===== config.mk =====
export PLATFORM = sky130hd
export DESIGN_NAME = spi_msg_seq
export DESIGN_NICKNAME = d
export VERILOG_FILES = /design/src/rtl/spi_msg_pkg.sv /design/src/rtl/spi_msg_buf.sv /design/src/rtl/spi_msg_clkdiv.sv /design/src/rtl/spi_msg_regs.sv /design/src/rtl/spi_msg_engine.sv /design/src/rtl/spi_msg_seq.sv
export SDC_FILE = /design/constraint.sdc
export NUM_CORES = 1
export LEC_CHECK = 0
export BUFFER_PORTS_ARGS = -buffer_cell sky130_fd_sc_hd__buf_2
export CORE_ASPECT_RATIO = 0.9
export CORE_MARGIN = 2
export CORE_UTILIZATION = 45
export DETAILED_ROUTE_END_ITERATION = 10
export HOLD_SLACK_MARGIN = 0.02
export PLACE_DENSITY_LB_ADDON = 0.12
export REMOVE_ABC_BUFFERS = 1
export SETUP_SLACK_MARGIN = 0.4
export SLEW_MARGIN = 20
export SYNTH_ARGS = -nofsm -noshare
export SYNTH_HDL_FRONTEND = slang
export SYNTH_HIERARCHICAL = 1
export SYNTH_SLANG_ARGS = --single-unit

===== constraint.sdc =====
create_clock -name clk -period 6.2 [get_ports clk]
set_input_delay 0.31 -clock clk [delete_from_list [all_inputs] [get_ports clk]]
set_output_delay 0.31 -clock clk [all_outputs]
set_load 0.03 [all_outputs]

===== src/rtl/spi_msg_pkg.sv =====
package spi_msg_pkg;
  localparam int REG_W = 16;

  localparam logic [2:0] A_MSG = 3'd0;
  localparam logic [2:0] A_CMD = 3'd1;
  localparam logic [2:0] A_CFG = 3'd2;
  localparam logic [2:0] A_STS = 3'd3;
  localparam logic [2:0] A_MSK = 3'd4;

  localparam logic [3:0] OP_START = 4'h1;
  localparam int         MAX_CODE = 6;

  typedef enum logic [1:0] {
    ST_IDLE  = 2'd0,
    ST_SHIFT = 2'd1,
    ST_LAST  = 2'd2
  } eng_st_t;

  typedef struct packed {
    logic       cpol;
    logic       cpha;
    logic [2:0] rate;
  } clk_cfg_t;
endpackage


===== src/rtl/spi_msg_buf.sv =====
module spi_msg_buf #(
  parameter int DEPTH = 16,
  parameter int DW    = 8,
  localparam int AW   = $clog2(DEPTH)
) (
  input  logic          clk,
  input  logic          we,
  input  logic [AW-1:0] waddr,
  input  logic [DW-1:0] wdata,
  input  logic [AW-1:0] raddr,
  output logic [DW-1:0] rdata
);
  logic [DW-1:0] mem [DEPTH];

  always_ff @(posedge clk) begin
    if (we) mem[waddr] <= wdata;
  end

  assign rdata = mem[raddr];
endmodule


===== src/rtl/spi_msg_clkdiv.sv =====
module spi_msg_clkdiv
  import spi_msg_pkg::*;
#(
  localparam int CW = MAX_CODE + 1
) (
  input  logic       clk,
  input  logic       rst_n,
  input  logic       run,
  input  logic [2:0] rate,
  output logic       tick
);
  logic [CW-1:0] cnt_q;
  logic [2:0]    code;
  logic [CW-1:0] lim;

  assign code = (rate > 3'(MAX_CODE)) ? 3'(MAX_CODE) : rate;
  assign lim  = (CW'(1) << code) - CW'(1);
  assign tick = run && (cnt_q == lim);

  always_ff @(posedge clk or negedge rst_n) begin
    if (!rst_n)            cnt_q <= '0;
    else if (!run || tick) cnt_q <= '0;
    else                   cnt_q <= cnt_q + CW'(1);
  end
endmodule


===== src/rtl/spi_msg_regs.sv =====
module spi_msg_regs
  import spi_msg_pkg::*;
#(
  parameter int CNT_W = 5,
  parameter int DEV_W = 2
) (
  input  logic             clk,
  input  logic             rst_n,
  input  logic             reg_we,
  input  logic [2:0]       reg_waddr,
  input  logic [REG_W-1:0] reg_wdata,
  input  logic [2:0]       reg_raddr,
  output logic [REG_W-1:0] reg_rdata,
  input  logic             busy,
  input  logic             fin,
  output logic             start,
  output logic [CNT_W-1:0] s_cnt,
  output logic [1:0]       s_typ,
  output logic [3:0]       s_pre,
  output logic [DEV_W-1:0] s_dev,
  output clk_cfg_t         cfg,
  output logic             done,
  output logic             irq
);
  logic [REG_W-1:0] msg_q;
  clk_cfg_t         cfg_q;
  logic             done_q;
  logic             mask_q;

  assign start = reg_we && (reg_waddr == A_CMD) && (reg_wdata[3:0] == OP_START) && !busy;
  assign s_pre = reg_wdata[7:4];
  assign s_dev = reg_wdata[8 +: DEV_W];
  assign s_cnt = msg_q[CNT_W-1:0];
  assign s_typ = msg_q[15:14];
  assign cfg   = cfg_q;
  assign done  = done_q;
  assign irq   = done_q & mask_q;

  always_ff @(posedge clk or negedge rst_n) begin
    if (!rst_n) begin
      msg_q  <= '0;
      cfg_q  <= '0;
      done_q <= 1'b0;
      mask_q <= 1'b0;
    end else begin
      if (reg_we && reg_waddr == A_MSG) msg_q <= reg_wdata;
      if (reg_we && reg_waddr == A_CFG) cfg_q <= '{cpol: reg_wdata[5], cpha: reg_wdata[4], rate: reg_wdata[2:0]};
      if (reg_we && reg_waddr == A_MSK) mask_q <= reg_wdata[0];
      if (fin) done_q <= 1'b1;
      else if (reg_we && reg_waddr == A_STS && reg_wdata[0]) done_q <= 1'b0;
    end
  end

  always_comb begin
    case (reg_raddr)
      A_MSG:   reg_rdata = msg_q;
      A_CFG:   reg_rdata = REG_W'({cfg_q.cpol, cfg_q.cpha, 1'b0, cfg_q.rate});
      A_STS:   reg_rdata = REG_W'({busy, done_q});
      A_MSK:   reg_rdata = REG_W'(mask_q);
      default: reg_rdata = '0;
    endcase
  end
endmodule


===== src/rtl/spi_msg_engine.sv =====
module spi_msg_engine
  import spi_msg_pkg::*;
#(
  parameter int CNT_W = 5,
  parameter int AW    = 4,
  parameter int DEV_W = 2,
  parameter int NCS   = 4
) (
  input  logic             clk,
  input  logic             rst_n,
  input  logic             start,
  input  logic [CNT_W-1:0] s_cnt,
  input  logic [1:0]       s_typ,
  input  logic [3:0]       s_pre,
  input  logic [DEV_W-1:0] s_dev,
  input  clk_cfg_t         cfg,
  input  logic             tick,
  output logic             run,
  output logic [2:0]       rate,
  output logic [AW-1:0]    tx_addr,
  input  logic [7:0]       tx_rdata,
  output logic             rx_we,
  output logic [AW-1:0]    rx_addr,
  output logic [7:0]       rx_wdata,
  output logic             busy,
  output logic             fin,
  output logic             sclk,
  output logic             mosi,
  input  logic             miso,
  output logic [NCS-1:0]   cs_n
);
  eng_st_t          st_q;
  logic [CNT_W-1:0] cnt_q, idx_q, nxt;
  logic [1:0]       typ_q;
  logic [3:0]       pre_q;
  clk_cfg_t         cfg_q;
  logic [3:0]       ecnt_q;
  logic             phase_q, mosi_q;
  logic [7:0]       sh_q, rx_sh_q;
  logic [NCS-1:0]   cs_q, cs_sel;
  logic [7:0]       b0, nb;
  logic             byte_end, last;

  assign nxt      = idx_q + CNT_W'(1);
  assign last     = (idx_q == cnt_q - CNT_W'(1));
  assign busy     = (st_q != ST_IDLE);
  assign run      = busy;
  assign rate     = cfg_q.rate;
  assign tx_addr  = busy ? AW'(nxt) : '0;
  assign b0       = (s_typ[0] || s_pre != 4'd0) ? tx_rdata : 8'h00;
  assign nb       = (typ_q[0] || nxt < CNT_W'(pre_q)) ? tx_rdata : 8'h00;
  assign byte_end = (st_q == ST_SHIFT) && tick && (ecnt_q == 4'd15);
  assign rx_wdata = cfg_q.cpha ? {rx_sh_q[6:0], miso} : rx_sh_q;
  assign rx_we    = byte_end && typ_q[1] && (idx_q >= CNT_W'(pre_q));
  assign rx_addr  = AW'(idx_q - CNT_W'(pre_q));
  assign fin      = ((st_q == ST_LAST) && tick) || (start && s_cnt == '0);
  assign sclk     = phase_q ^ (busy ? cfg_q.cpol : cfg.cpol);
  assign mosi     = mosi_q;
  assign cs_n     = cs_q;

  always_comb begin
    for (int d = 0; d < NCS; d++) cs_sel[d] = !(DEV_W'(d) == s_dev);
  end

  always_ff @(posedge clk or negedge rst_n) begin
    if (!rst_n) begin
      st_q <= ST_IDLE; cnt_q <= '0; idx_q <= '0; typ_q <= '0; pre_q <= '0;
      cfg_q <= '0; ecnt_q <= '0; phase_q <= 1'b0; mosi_q <= 1'b0;
      sh_q <= '0; rx_sh_q <= '0; cs_q <= '1;
    end else begin
      case (st_q)
        ST_IDLE: if (start && s_cnt != '0) begin
          st_q <= ST_SHIFT; cnt_q <= s_cnt; typ_q <= s_typ; pre_q <= s_pre;
          cfg_q <= cfg; idx_q <= '0; ecnt_q <= '0; phase_q <= 1'b0; cs_q <= cs_sel;
          if (!cfg.cpha) begin mosi_q <= b0[7]; sh_q <= {b0[6:0], 1'b0}; end
          else begin mosi_q <= 1'b0; sh_q <= b0; end
        end
        ST_SHIFT: if (tick) begin
          phase_q <= ~phase_q;
          ecnt_q  <= ecnt_q + 4'd1;
          if (!ecnt_q[0]) begin
            if (!cfg_q.cpha) rx_sh_q <= {rx_sh_q[6:0], miso};
            else begin mosi_q <= sh_q[7]; sh_q <= {sh_q[6:0], 1'b0}; end
          end else begin
            if (cfg_q.cpha) rx_sh_q <= {rx_sh_q[6:0], miso};
            else if (ecnt_q != 4'd15) begin mosi_q <= sh_q[7]; sh_q <= {sh_q[6:0], 1'b0}; end
            if (ecnt_q == 4'd15) begin
              if (last) st_q <= ST_LAST;
              else begin
                idx_q <= nxt;
                if (!cfg_q.cpha) begin mosi_q <= nb[7]; sh_q <= {nb[6:0], 1'b0}; end
                else sh_q <= nb;
              end
            end
          end
        end
        ST_LAST: if (tick) begin
          st_q <= ST_IDLE; cs_q <= '1; mosi_q <= 1'b0; phase_q <= 1'b0;
        end
        default: st_q <= ST_IDLE;
      endcase
    end
  end
endmodule


===== src/rtl/spi_msg_seq.sv =====
module spi_msg_seq
  import spi_msg_pkg::*;
#(
  parameter int DEPTH = 16,
  parameter int NCS   = 4,
  localparam int AW    = $clog2(DEPTH),
  localparam int CNT_W = $clog2(DEPTH + 16),
  localparam int DEV_W = (NCS > 1) ? $clog2(NCS) : 1
) (
  input  logic           clk,
  input  logic           rst_n,
  input  logic           reg_we,
  input  logic [2:0]     reg_waddr,
  input  logic [15:0]    reg_wdata,
  input  logic [2:0]     reg_raddr,
  output logic [15:0]    reg_rdata,
  input  logic           txb_we,
  input  logic [AW-1:0]  txb_waddr,
  input  logic [7:0]     txb_wdata,
  input  logic [AW-1:0]  rxb_raddr,
  output logic [7:0]     rxb_rdata,
  output logic           sclk,
  output logic           mosi,
  input  logic           miso,
  output logic [NCS-1:0] cs_n,
  output logic           irq
);
  logic             start_w, busy_w, fin_w, done_w, tick_w, run_w;
  logic [CNT_W-1:0] s_cnt_w;
  logic [1:0]       s_typ_w;
  logic [3:0]       s_pre_w;
  logic [DEV_W-1:0] s_dev_w;
  clk_cfg_t         cfg_w;
  logic [2:0]       rate_w;
  logic [AW-1:0]    tx_addr_w, rx_addr_w;
  logic [7:0]       tx_rdata_w, rx_wdata_w;
  logic             rx_we_w;

  spi_msg_regs #(.CNT_W(CNT_W), .DEV_W(DEV_W)) u_regs (
    .clk(clk), .rst_n(rst_n), .reg_we(reg_we), .reg_waddr(reg_waddr),
    .reg_wdata(reg_wdata), .reg_raddr(reg_raddr), .reg_rdata(reg_rdata),
    .busy(busy_w), .fin(fin_w), .start(start_w), .s_cnt(s_cnt_w),
    .s_typ(s_typ_w), .s_pre(s_pre_w), .s_dev(s_dev_w), .cfg(cfg_w),
    .done(done_w), .irq(irq)
  );

  spi_msg_clkdiv u_div (
    .clk(clk), .rst_n(rst_n), .run(run_w), .rate(rate_w), .tick(tick_w)
  );

  spi_msg_engine #(.CNT_W(CNT_W), .AW(AW), .DEV_W(DEV_W), .NCS(NCS)) u_eng (
    .clk(clk), .rst_n(rst_n), .start(start_w), .s_cnt(s_cnt_w), .s_typ(s_typ_w),
    .s_pre(s_pre_w), .s_dev(s_dev_w), .cfg(cfg_w), .tick(tick_w), .run(run_w),
    .rate(rate_w), .tx_addr(tx_addr_w), .tx_rdata(tx_rdata_w), .rx_we(rx_we_w),
    .rx_addr(rx_addr_w), .rx_wdata(rx_wdata_w), .busy(busy_w), .fin(fin_w),
    .sclk(sclk), .mosi(mosi), .miso(miso), .cs_n(cs_n)
  );

  spi_msg_buf #(.DEPTH(DEPTH), .DW(8)) u_txb (
    .clk(clk), .we(txb_we), .waddr(txb_waddr), .wdata(txb_wdata),
    .raddr(tx_addr_w), .rdata(tx_rdata_w)
  );

  spi_msg_buf #(.DEPTH(DEPTH), .DW(8)) u_rxb (
    .clk(clk), .we(rx_we_w), .waddr(rx_addr_w), .wdata(rx_wdata_w),
    .raddr(rxb_raddr), .rdata(rxb_rdata)
  );
endmodule


# --- Yosys cells after proc, flatten, opt, wreduce, memory -nomap -nowiden ---
# Memory sizes are Yosys's and may differ from the RTL's.
# Index checks and enable logic that the tools add are counted.
word_totals:
  reg_bits: 79
  mem_bits_rw: 256
  input_bits: 43
  output_inout_bits: 31
  wordCells: 169
  memories: 2
mem_list:
  columns: ["name", "words", "word_bits", "read_ports", "rd_clocked_by_memory_dff", "write_ports", "line_no", "text"]
  rows:
  - ["u_rxb.mem", 16, 8, 1, 0, 1, "spi_msg_buf.sv:13", "logic [DW-1:0] mem [DEPTH];"]
  - ["u_txb.mem", 16, 8, 1, 0, 1, "spi_msg_buf.sv:13", null]
op_classes:
  addsub: 6
  order_cmp: 3
  n_eq_ne: 26
  shift: 1
  n_mux: 61
  n_bitwise: 3
  n_reduce_logical: 46
ops:
  columns: ["op", "n"]
  rows:
  - ["2-to-1 mux 8 bit", 15]
  - ["one-hot mux 16 bit (4 select lines)", 1]
  - ["2-to-1 mux 5 bit", 5]
  - ["2-to-1 mux 1 bit", 20]
  - ["2-to-1 mux 4 bit", 5]
  - ["logical AND 1 bit", 16]
  - ["one-hot mux 4 bit (2 select lines)", 2]
  - ["one-hot mux 8 bit (2 select lines)", 1]
  - ["== test 3 x 2 -> 1 bit (second input constant)", 4]
  - ["2-to-1 mux 2 bit", 6]
  - ["AND reduction 6 bit", 2]
  - ["!= test 2 bit (second input constant)", 5]
  - ["one-hot mux 5 bit (2 select lines)", 1]
  - ["AND reduction 3 bit", 3]
  - ["AND reduction 4 bit", 2]
  - ["nonzero test 2 bit", 4]
  - ["adder 7 x 1 -> 7 bit (second input constant)", 1]
  - ["== test 7 bit", 1]
  - ["2-to-1 mux 7 bit", 1]
  - ["left shift 1 x 3 -> 7 bit (first input constant)", 1]
  - ["subtractor 7 x 2 -> 7 bit (second input constant)", 1]
  - ["== test 3 bit (second input constant)", 2]
  - ["zero test 3 bit", 2]
  - ["!= test 2 x 1 -> 1 bit (second input constant)", 3]
  - ["32 further kinds", 42]

# --- Logic depth before layout (Yosys ltp) ---
# Gate-level depths: netlist (run 1).
depth:
  depth_word: 12
  mapped_depth: 15
  mapped_depth_nobuf: 12

# --- By module ---
# The synthesis (run 1) kept the hierarchy.
modules_own_cells:
  columns: ["module", "n_inst", "cells_each", "area_each_um2", "seq_area_each_um2"]
  rows:
  - ["spi_msg_buf", 2, 221, 4987.3, 3843.7]
  - ["spi_msg_engine", 1, 328, 3251.9, 1231.2]
  - ["spi_msg_regs", 1, 104, 1272.5, 575.6]
  - ["spi_msg_clkdiv", 1, 50, 467.9, 175.2]

# --- Worst setup path after synthesis (run 1) ---
# Ideal clock, no wire load.
synth_path:
  kind: "register -> register"
  from: "reg u_eng.cfg_q, in the netlist u_eng/rate[2]"
  to: "mem u_rxb.mem[0][0], enable pin"
  setup_ps: 383
  t_arrival_ps: 3298
  required_ps: 5817
  setup_slack_ps: 2519
  stages_incl_launch_ff: 12
  path_buffers: 2
  period_less_slack_ps: 3681
  path_cell_list: "dfrtp_1 buf_4 or4_4 nor3_2 nor3_1 a211oi_4 and2_1 buf_2 nand4_1 a21oi_1 or3b_2 nor3_1"
synth_via:
  elab_chain_len: 12
synth_lines:
  columns: ["item", "line_no", "text"]
  rows:
  - ["from (decl)", "spi_msg_engine.sv:36", "clk_cfg_t cfg_q;"]
  - ["from (signal assigned)", "spi_msg_engine.sv:68", "cfg_q <= '0; ecnt_q <= '0; phase_q <= 1'b0; mosi_q <= 1'b0;"]
  - ["from (signal assigned)", "spi_msg_engine.sv:74", "cfg_q <= cfg; idx_q <= '0; ecnt_q <= '0; phase_q <= 1'b0; cs_q <= cs_sel;"]
  - ["greater-than comparator 3 bit", "spi_msg_clkdiv.sv:16", "assign code = (rate > 3'(MAX_CODE)) ? 3'(MAX_CODE) : rate;"]
  - ["2-to-1 mux 3 bit (*)", "spi_msg_clkdiv.sv:16", null]
  - ["left shift 1 x 3 -> 7 bit (*)", "spi_msg_clkdiv.sv:17", "assign lim = (CW'(1) << code) - CW'(1);"]
  - ["subtractor 7 x 2 -> 7 bit (*)", "spi_msg_clkdiv.sv:17", null]
  - ["== test 7 bit (*)", "spi_msg_clkdiv.sv:18", "assign tick = run && (cnt_q == lim);"]
  - ["logical AND 1 bit (*)", "spi_msg_clkdiv.sv:18", null]
  - ["named net tick_w", "spi_msg_seq.sv:28", "logic start_w, busy_w, fin_w, done_w, tick_w, run_w;"]
  - ["logical AND 1 bit (*) (2 in a row)", "spi_msg_engine.sv:52", "assign byte_end = (st_q == ST_SHIFT) && tick && (ecnt_q == 4'd15);"]
  - ["logical AND 1 bit (*) (2 in a row)", "spi_msg_engine.sv:54", "assign rx_we = byte_end && typ_q[1] && (idx_q >= CNT_W'(pre_q));"]
  - ["named net rx_we_w", "spi_msg_seq.sv:37", "logic rx_we_w;"]
  - ["2-to-1 mux 1 bit (*)", "spi_msg_buf.sv:16", "if (we) mem[waddr] <= wdata;"]
  - ["2-to-1 mux 1 bit (not written as such) (*)", "spi_msg_buf.sv:16", null]
  - ["to (decl)", "spi_msg_buf.sv:13", null]
# The timed path passes the listed nets; every way through them passes the cells marked *.

# --- Final worst setup path (run 1) ---
# Ends and elaborated chain as after synthesis.

==> results of run 1 <==
synthesized netlist by cell type (all sizes together), types with 3 or more instances:
library cell and n:
nor2b 7, clkbuf 9, a22oi 40, nand3b 5, nor3 21, xnor2 12
nor4 4, nor3b 5, o31ai 6, mux2 61, mux4 64, edfxtp 256
dfrtp 75, o21ai 17, clkdlybuf4s25 6, or3 3, o221ai 8, and2 18
a211oi 5, nand2b 9, mux2i 24, nand4 5, o22ai 3, dfstp 4
inv 22, a21oi 14, ha 16, nand3 10, nor2 61, a31oi 6
nand2 48, buf 43, xor2 9
stage by stage:
step                area, µm²   util  setup WS [ns]  cells
detailed placement      15500  0.472           1.76   1366
floorplan               14500      -           1.58    866
global route            16800  0.510           1.48   1441
CTS                     16700  0.509           1.73   1440
global placement        15500  0.472           1.92   1366
finish                  16800  0.510           1.67   1441
cell type report:
cell class                 count  area (µm²)  area share
clock buffer                  50        1040      0.0618
clock inverter                16         110     0.00657
inverter                      22        82.6     0.00492
multi-input combinational    509        4840       0.288
sequential                   335        9670       0.577
tap                          422         528      0.0315
timing repair buffer          87         505      0.0301
where the power goes:
group          internal, µW  switching [µW]  total [µW]
sequential             2690             133        2820
combinational           499             723        1220
clock                  1210             845        2060
total                  4400            1700        6100
layer usage:
metal | vias to the layer above | wire length [µm]
li1 | 3748 | -
met1 | 4281 | 15300
met2 | 163 | 14400
met3 | 39 | 1260
met4 | 2 | 463
met5 | - | 7
cells by family after synthesis:
kind of cell	after synthesis	share of synthesized area
compound gates	116	0.0565
xor+xnor	21	0.0123
fa+ha+maj	17	0.0147
buf+inv	80	0.0337
flops	335	0.646
mux	149	0.168
simple gates	206	0.0690
registers in the layout (all words and copies together), names as in the netlist, 3 cells and up:
| name | count |
|---|---|
| u_eng/cnt_q | 5 |
| u_eng/rate | 3 |
| u_eng/ecnt_q | 4 |
| u_txb/mem | 128 |
| u_eng/idx_q | 5 |
| u_regs/cfg | 5 |
| u_eng/rx_sh_q | 8 |
| u_eng/pre_q | 4 |
| u_eng/cs_n | 4 |
| u_rxb/mem | 128 |
| u_div/cnt_q | 7 |
| u_regs/msg_q | 16 |
| u_eng/sh_q | 8 |
worst max-delay path: cells and delay by family, from the launching register on:
family	cells	cell delay, ns
compound gates	2	0.88
flops	1	0.44
simple gates	7	2.81
worst min-delay path by stage:
stage | start | end | slack, ns | cells after the start
after global routing | reg_wdata[8] | u_regs/msg_q[8] | 0.05 | 2
after detailed placement | rst_n | u_regs/cfg[1] | 0.20 | 1
after global placement | rst_n | u_regs/cfg[1] | 0.20 | 1
after floorplan | rst_n | u_div/cnt_q[0] | 0.01 | 0
after CTS | reg_wdata[8] | u_regs/msg_q[8] | 0.02 | 2
final | reg_wdata[8] | u_regs/msg_q[8] | 0.05 | 2
==> out/qor.yml, run 1 <==
global_route:
  grt_remaining_overflow: 0
  met2_usage: 0.275
  grt_pass1_wl_mm: 48.1
  busiest_layer: "met1"
  grt_pass1_vias: 8063
  grt_max_degree: 62
  antenna_found_initial: 1
  grt_usage: 0.183
  grt_util_met1: 0.282
  use_met3: 0.0288
sta:
  fmax_mhz: 221
  finalSetupViolCount: 0
  fin_skew_ns: 0.0276
  fin_tns_setup_ns: 0
  worst_pin_slew_ns: 1.10
  finalCriticalPeriod_ns: 4.53
  finalMaxSlewViolations: 0
  holdWs_ns: 0.0540
  hold_viol: 0
  rsz0062_at_grt: "false"
  fin_crit_sh: 0.730
  slew_headroom: 0.260
power_and_ir_drop:
  power_uw: 6100
  ir_worst_vdd_mv: 0.228
  p_leak_uw: 0.00607
  power.density_nw_per_um2: 364
synth:
  ys_types: 71
  yosysSeqAreaShare: 0.646
  synth-seq-cells: 335
  synth.area.top_cells: "edfxtp_1 51%, dfrtp_1 13%, mux4_2 5.4%"
  yosysTopAreaCell: "edfxtp_1"
  netlist.area_leader.share: 0.514
  synthArstFlopShare: 0.236
  syn_avg_cell_area_um2: 16.2
  synth_enable_flop_cells: 256
  yosysWarningCount: 6
  syn-cell-area_um2: 15000
  synth_flop_cell: "edfxtp_1"
  netlist_instances: 924
critical_path:
  crit_start: "u_eng/rate[2]"
  crit_chain: "or4_4 -> nor3_2 -> nor3_1 -> a211oi_4 -> and2_1 -> nand4_1 -> a21oi_1 -> or3b_2 -> nor3_1"
  crit_path_start_kind: "flop"
  ff2ff_setup_slack_ns: 1.67
  worstRegToRegCells: 9
  criticalPathCategory: "flop to flop"
  critPathCapture: "u_rxb/mem[0][0]"
  rr_endpoint: "u_rxb/mem[0][0]"
  arrival_ns: 4.65
  slowest_delay_ns: 0.86
  cp_max_fo: 9
  end_kind: "flop"
  cp_slowest_cell: "nor3_1"
  cp.required_ns: 6.32
  cp_common_cell: "nor3_1"
  r2r-start: "u_eng/rate[2]"
die:
  fp-row-count: 63
  die_h_um: 177
  dieArea_um2: 34700
  core_region_area_um2: 32900
  start_util: 0.455
  die_w_um: 196
  io_pins: 74
finish:
  drive_gt1_frac: 0.250
  antenna_cells: 0
  nets: 1051
  area_growth_pct: 12.0
  final_common_cell: "edfxtp_1"
  final_cell_mix: "256 x edfxtp_1, 75 x dfrtp_1, 72 x buf_2"
  fillCellCount: 2726
clocking:
  cts_tree: "done"
  postCtsSetupRepairBufs: 0
  numCtsBuffers: 36
  hold_buffers: 8
  cts_max_path_buffers: 3
  cts_sinks: 335
  clkLatencyLatePin_ns: 0.53
  htree_levels: 2
  cts.repair.resized: 0
  path_clk_slew_ns: 0.06
  cts_root_buf: "clkbuf_16"
hold_path:
  hold_path.class: "input pin to flop"
routing:
  drt_wl_total_mm: 31.5
  antenna_left: 0
  drcViolationCount: 0
  viasPerCell: 5.71
  vias: 8233
  drtIter0Drc: 686
  wl_per_cell_um: 21.8
  firstDrtPassIters: 7
run:
  drv_cap: 0
status:
  status: "completed"
placed_design:
  io_buffers: 73
  place.gp.congestion: 0.773
  dp_hpwl_mm: 19.9
(Power assumes the default switching activity.)
==> inputs of run 2 (changes only) <==
==> constraint.sdc (replaced) <==
create_clock -name clk -period 4.51 [get_ports clk]
set_input_delay 0.2255 -clock clk [delete_from_list [all_inputs] [get_ports clk]]
set_output_delay 0.2255 -clock clk [all_outputs]
set_load 0.03 [all_outputs]
==> run 2 against run 1 <==
- first-iteration DRC count shrank 24%
- die area unchanged
- clock power up 37%
- clock-buffer cell count decreased by 3
- register-to-register slack worse by 0.88 ns
- power is 39% higher
- clock skew fell by 0.016 ns
- sequential power rose by 38%
- highest routed layer unchanged
==> out/qor.yml, run 2 (synthesis results as in run 1) <==
placed_design:
  dp_hpwl_mm: 20.3
  place.gp.congestion: 0.793
  io_buffers: 73
  post-place-ws_ns: 0.859
power_and_ir_drop:
  ir_worst_vdd_mv: 0.291
  p_leak_uw: 0.00616
  power_uw: 8460
  power.density_nw_per_um2: 499
clocking:
  cts_tree: "done"
  cts_root_buf: "clkbuf_16"
  cts_max_path_buffers: 3
  path_clk_slew_ns: 0.06
  cts.repair.resized: 0
  numCtsBuffers: 37
  cts_sinks: 335
  htree_levels: 2
  clkLatencyLatePin_ns: 0.52
die:
  fp-row-count: 63
  dieArea_um2: 34700
  core_region_area_um2: 32900
  start_util: 0.455
  die_w_um: 196
  io_pins: 74
  die_h_um: 177
critical_path:
  end_kind: "flop"
  cp_max_fo: 8
  crit_chain: "or4_4 -> nor3_2 -> nor3_1 -> a211oi_4 -> buf_4 -> and2_1 -> nand4_1 -> a21oi_1 -> nand3b_1 -> nor2_1"
  cp.required_ns: 4.66
  crit_path_start_kind: "flop"
  criticalPathCategory: "flop to flop"
  slowest_delay_ns: 0.62
  cp_slowest_cell: "nor2_1"
  arrival_ns: 3.86
sta:
  rsz0062_at_grt: "false"
  finalSetupViolCount: 0
  fmax_mhz: 269
  fin_ws_ns: 0.799
  hold_viol: 0
  slew_headroom: 0.304
  fin_skew_ns: 0.0115
  fin_crit_sh: 0.823
  fin_tns_setup_ns: 0
  worst_pin_slew_ns: 1.04
  finalMaxSlewViolations: 0
  finalCriticalPeriod_ns: 3.71
routing:
  firstDrtPassIters: 4
  antenna_left: 0
  vias: 8165
  wl_per_cell_um: 21.5
  drtIter0Drc: 522
  drcViolationCount: 0
  viasPerCell: 5.56
  drt_wl_total_mm: 31.6
finish:
  layout.core_utilization: 0.516
  area_growth_pct: 13.3
  nets: 1076
  final_common_cell: "edfxtp_1"
  final_cell_mix: "256 x edfxtp_1, 74 x dfrtp_1, 72 x buf_2"
  reg_top3: "u_rxb/mem (128), u_txb/mem (128), u_regs/msg_q (16)"
  drive_gt1_frac: 0.257
  multiInputGateArea_um2: 4820
  fillCellCount: 2693
  ff_latch_area_um2: 9670
global_route:
  grt_max_degree: 51
  grt_pass1_wl_mm: 48.0
  grt_pass1_vias: 8097
  antenna_found_initial: 2
  grt_usage: 0.183
  grt_remaining_overflow: 0
hold_path:
  hold_path.class: "input pin to flop"
run:
  drv_cap: 0
status:
  status: "completed"
run 2: cell count changes in the layout (fill, tap and decap cells not counted), sizes merged, moves of 3 or more:
cell	delta
buf	+14
dlygate4sd3	+10
clkbuf	-3
clkinvlp	+3
run 2: per-stage QoR:
stage | hold slack [ns] | area, µm² | instances
4_1_cts | 0.0272 | 17000 | 1467
3_5_place_dp | 0.179 | 15600 | 1381
5_1_grt | 0.0498 | 17000 | 1468
2_1_floorplan | -0.0701 | 14500 | 866
3_3_place_gp | 0.182 | 15600 | 1381
6_report | 0.0537 | 17000 | 1468
run 2: power breakdown:
group / switching, µW / internal [µW] / total (µW)
registers: 189 / 3690 / 3880
logic: 1020 / 725 / 1740
clock network: 1190 / 1640 / 2830
run 2: final timing paths:
path | start | slack [ns] | end | cells after the start
max in group asynchronous | rst_n | 3.29 | u_eng/cfg_q[3] | 3
min in group asynchronous | rst_n | 0.18 | u_regs/msg_q[0] | 2
worst min-delay path | reg_waddr[0] | 0.05 | u_regs/done | 3
worst max-delay path | u_eng/rate[2] | 0.80 | u_rxb/mem[9][6] | 10
worst min register to register | u_regs/msg_q[6] | 0.50 | u_regs/msg_q[6] | 1
worst max register to register | u_eng/rate[2] | 0.80 | u_rxb/mem[9][6] | 10
run 2: repair_timing:
| item | 4_1_cts | 5_1_grt |
|---|---|---|
| hold buffers | 18 | 0 |
| endpoints found under the hold margin | 60 | 0 |
| setup buffers | 0 | 0 |
run 2: metal layers:
layer	routed length [µm]	up-vias	global-route usage
met3	1250	42	0.0286
met4	562	2	0.0455
met2	14700	145	0.283
li1	-	3803	-
met5	7	-	0
met1	15100	4173	0.274
run 2: layout make-up:
cell class,instances,area share
diodes,1,0.000148
clock buffers,47,0.0568
clock inverters,21,0.0108
inverters,22,0.00487
multi-input cells,509,0.284
flip-flops and latches,335,0.570
well taps,422,0.0311
repair buffers,111,0.0419
run 2: worst max-delay path, delay by kind of cell, from the launching register on:
kind / cells / cell delay (ns)
AO/OA/AOI/OAI: 2 / 0.79
buffers and inverters: 1 / 0.18
AND/OR/NAND/NOR: 7 / 1.93
flip-flops: 1 / 0.43
==> inputs of run 3 (changes only) <==
==> constraint.sdc (replaced) <==
create_clock -name clk -period 3.2 [get_ports clk]
set_input_delay 0.16 -clock clk [delete_from_list [all_inputs] [get_ports clk]]
set_output_delay 0.16 -clock clk [all_outputs]
set_load 0.03 [all_outputs]
==> run 3 against run 2 <==
- fmax is 24% higher
- via count is 5.4% higher
- highest routed layer is now met4
- global-route usage is 1.1 points higher
==> out/qor.yml, run 3 (synthesis results as in run 1) <==
power_and_ir_drop:
  switching_share: 0.281
  p_clk_frac: 0.315
  ir_worst_vdd_mv: 0.522
  power_uw: 12700
  p_leak_uw: 0.00663
  switching_power_uw: 3560
  p_comb_frac: 0.255
  pwr-share-seq: 0.430
  internal_power_uw: 9130
  power.density_nw_per_um2: 704
sta:
  fin_crit_sh: 0.932
  finalSetupViolCount: 0
  fin_ws_ns: 0.216
  fmax_mhz: 335
  finalCriticalPeriod_ns: 2.98
  finalMaxSlewViolations: 0
  hold_viol: 0
  slew_headroom: 0.249
  fin_skew_ns: 0.0191
  worst_pin_slew_ns: 1.12
  rsz0062_at_grt: "true"
clocking:
  htree_levels: 2
  cts_max_path_buffers: 3
  cts_sinks: 335
  numCtsBuffers: 36
  cts_tree: "done"
  cts_root_buf: "clkbuf_16"
  clkLatencyLatePin_ns: 0.53
  path_clk_slew_ns: 0.06
finish:
  fin_cells: 1543
  fillCellCount: 2636
  drive_gt1_frac: 0.358
  nets: 1155
  reg_top3: "u_rxb/mem (128), u_txb/mem (128), u_regs/msg_q (16)"
  final_common_cell: "edfxtp_1"
  area_growth_pct: 20.4
  antenna_cells: 0
  final_cell_mix: "256 x edfxtp_1, 72 x buf_2, 72 x dfrtp_1"
global_route:
  grt_max_degree: 41
  grt_pass1_vias: 8621
  grt_usage: 0.194
  grt_pass1_wl_mm: 50.7
  antenna_found_initial: 0
  grt_remaining_overflow: 0
critical_path:
  cp_max_fo: 8
  cp.required_ns: 3.42
  crit_path_start_kind: "flop"
  end_kind: "flop"
  r2r-start: "u_eng/rate[2]"
  crit_start: "u_eng/rate[2]"
  arrival_ns: 3.21
  criticalPathCategory: "flop to flop"
hold_path:
  min-delay-start: "txb_wdata[1]"
  hold_path.class: "input pin to flop"
routing:
  wl_per_cell_um: 21.6
  drt_wl_total_mm: 33.3
  vias: 8606
  firstDrtPassIters: 4
  antenna_left: 0
  viasPerCell: 5.58
  drtIter0Drc: 592
  drcViolationCount: 0
placed_design:
  post-place-ws_ns: -0.0612
  place.gp.congestion: 0.816
  dp_hpwl_mm: 21.2
  io_buffers: 73
  place_inst: 1417
die:
  start_util: 0.455
  dieArea_um2: 34700
  io_pins: 74
  die_h_um: 177
  die_w_um: 196
  fp-row-count: 63
  core_region_area_um2: 32900
status:
  status: "completed"
run:
  drv_cap: 0
==> run 3: cell types whose count changed in the layout (fill, tap and decap cells not counted), moves of 8 or more <==
cell | previous run | this run
dlygate4sd3_1 | 18 | 26
buf_6 | 0 | 21
nor2_1 | 59 | 47
mux4_1 | 28 | 18
a22oi_1 | 40 | 24
buf_4 | 20 | 60
a22oi_2 | 0 | 16
mux4_2 | 36 | 46
==> run 3: repair_timing <==
action,in CTS,in global routing
gates resized for setup,58,64
pin swaps,23,18
cloned,4,0
setup buffers,23,9
endpoints found under the hold margin,107,0
hold buffers,26,0
setup endpoints to repair,163,154
==> run 3: cell type report <==
type                       instances  area (µm²)  share of cell area
sequential                       335        9670               0.537
tap                              422         528              0.0293
clock buffer                      52        1030              0.0570
inverter                          22        82.6             0.00458
multi-input combinational        509        5050               0.280
timing repair buffer             191        1560              0.0863
clock inverter                    12         105             0.00583
==> run 3: metal layers <==
layer,GRT usage,vias up,share of wire
li1,-,3948,-
met1,0.277,4427,0.46
met2,0.311,184,0.48
met3,0.0269,47,0.038
met4,0.0600,0,0.022
met5,0,-,0
==> run 3: worst max-delay path: stages (launching register included) <==
cell and delay (ns):
dfrtp_1 0.38, or4_4 0.53, nor3_2 0.13, nor3_2 0.08
a211oi_4 0.24, and2_4 0.21, nand4_1 0.17, a21oi_2 0.19
buf_4 0.16, nand3b_1 0.20, nor3_2 0.22, buf_6 0.18
==> run 3: power groups by stage <==
stage	Combinational [µW]	Clock, µW	Sequential, µW
after floorplan	1650	0	5520
after global placement	2640	0	5520
after detailed placement	2660	0	5530
after CTS	3090	4110	5440
after global routing	3500	4270	5490
final	3240	4000	5450
==> run 3: worst paths after layout <==
kind,cells past startpoint,slack (ns),to
setup / recovery,11,0.22,u_rxb/mem[8][4]
hold / removal,1,0.04,u_txb/mem[5][1]
setup reg to reg,11,0.22,u_rxb/mem[8][4]
hold reg to reg,2,0.48,u_eng/typ_q[0]
max in group asynchronous,3,2.30,u_eng/cs_n[3]
min in group asynchronous,2,0.17,u_div/cnt_q[4]
==> run 3: metrics by stage <==
stage | hold WS, ns | util | TNS (ns) | area, µm²
finish | 0.0391 | 0.548 | 0 | 18000
global route | 0.0421 | 0.548 | 0 | 18000
CTS | 0.0222 | 0.540 | 0 | 17800
detailed placement | 0.173 | 0.484 | -0.488 | 15900
global placement | 0.182 | 0.484 | 0 | 15900
floorplan | -0.136 | - | -21.23 | 14500
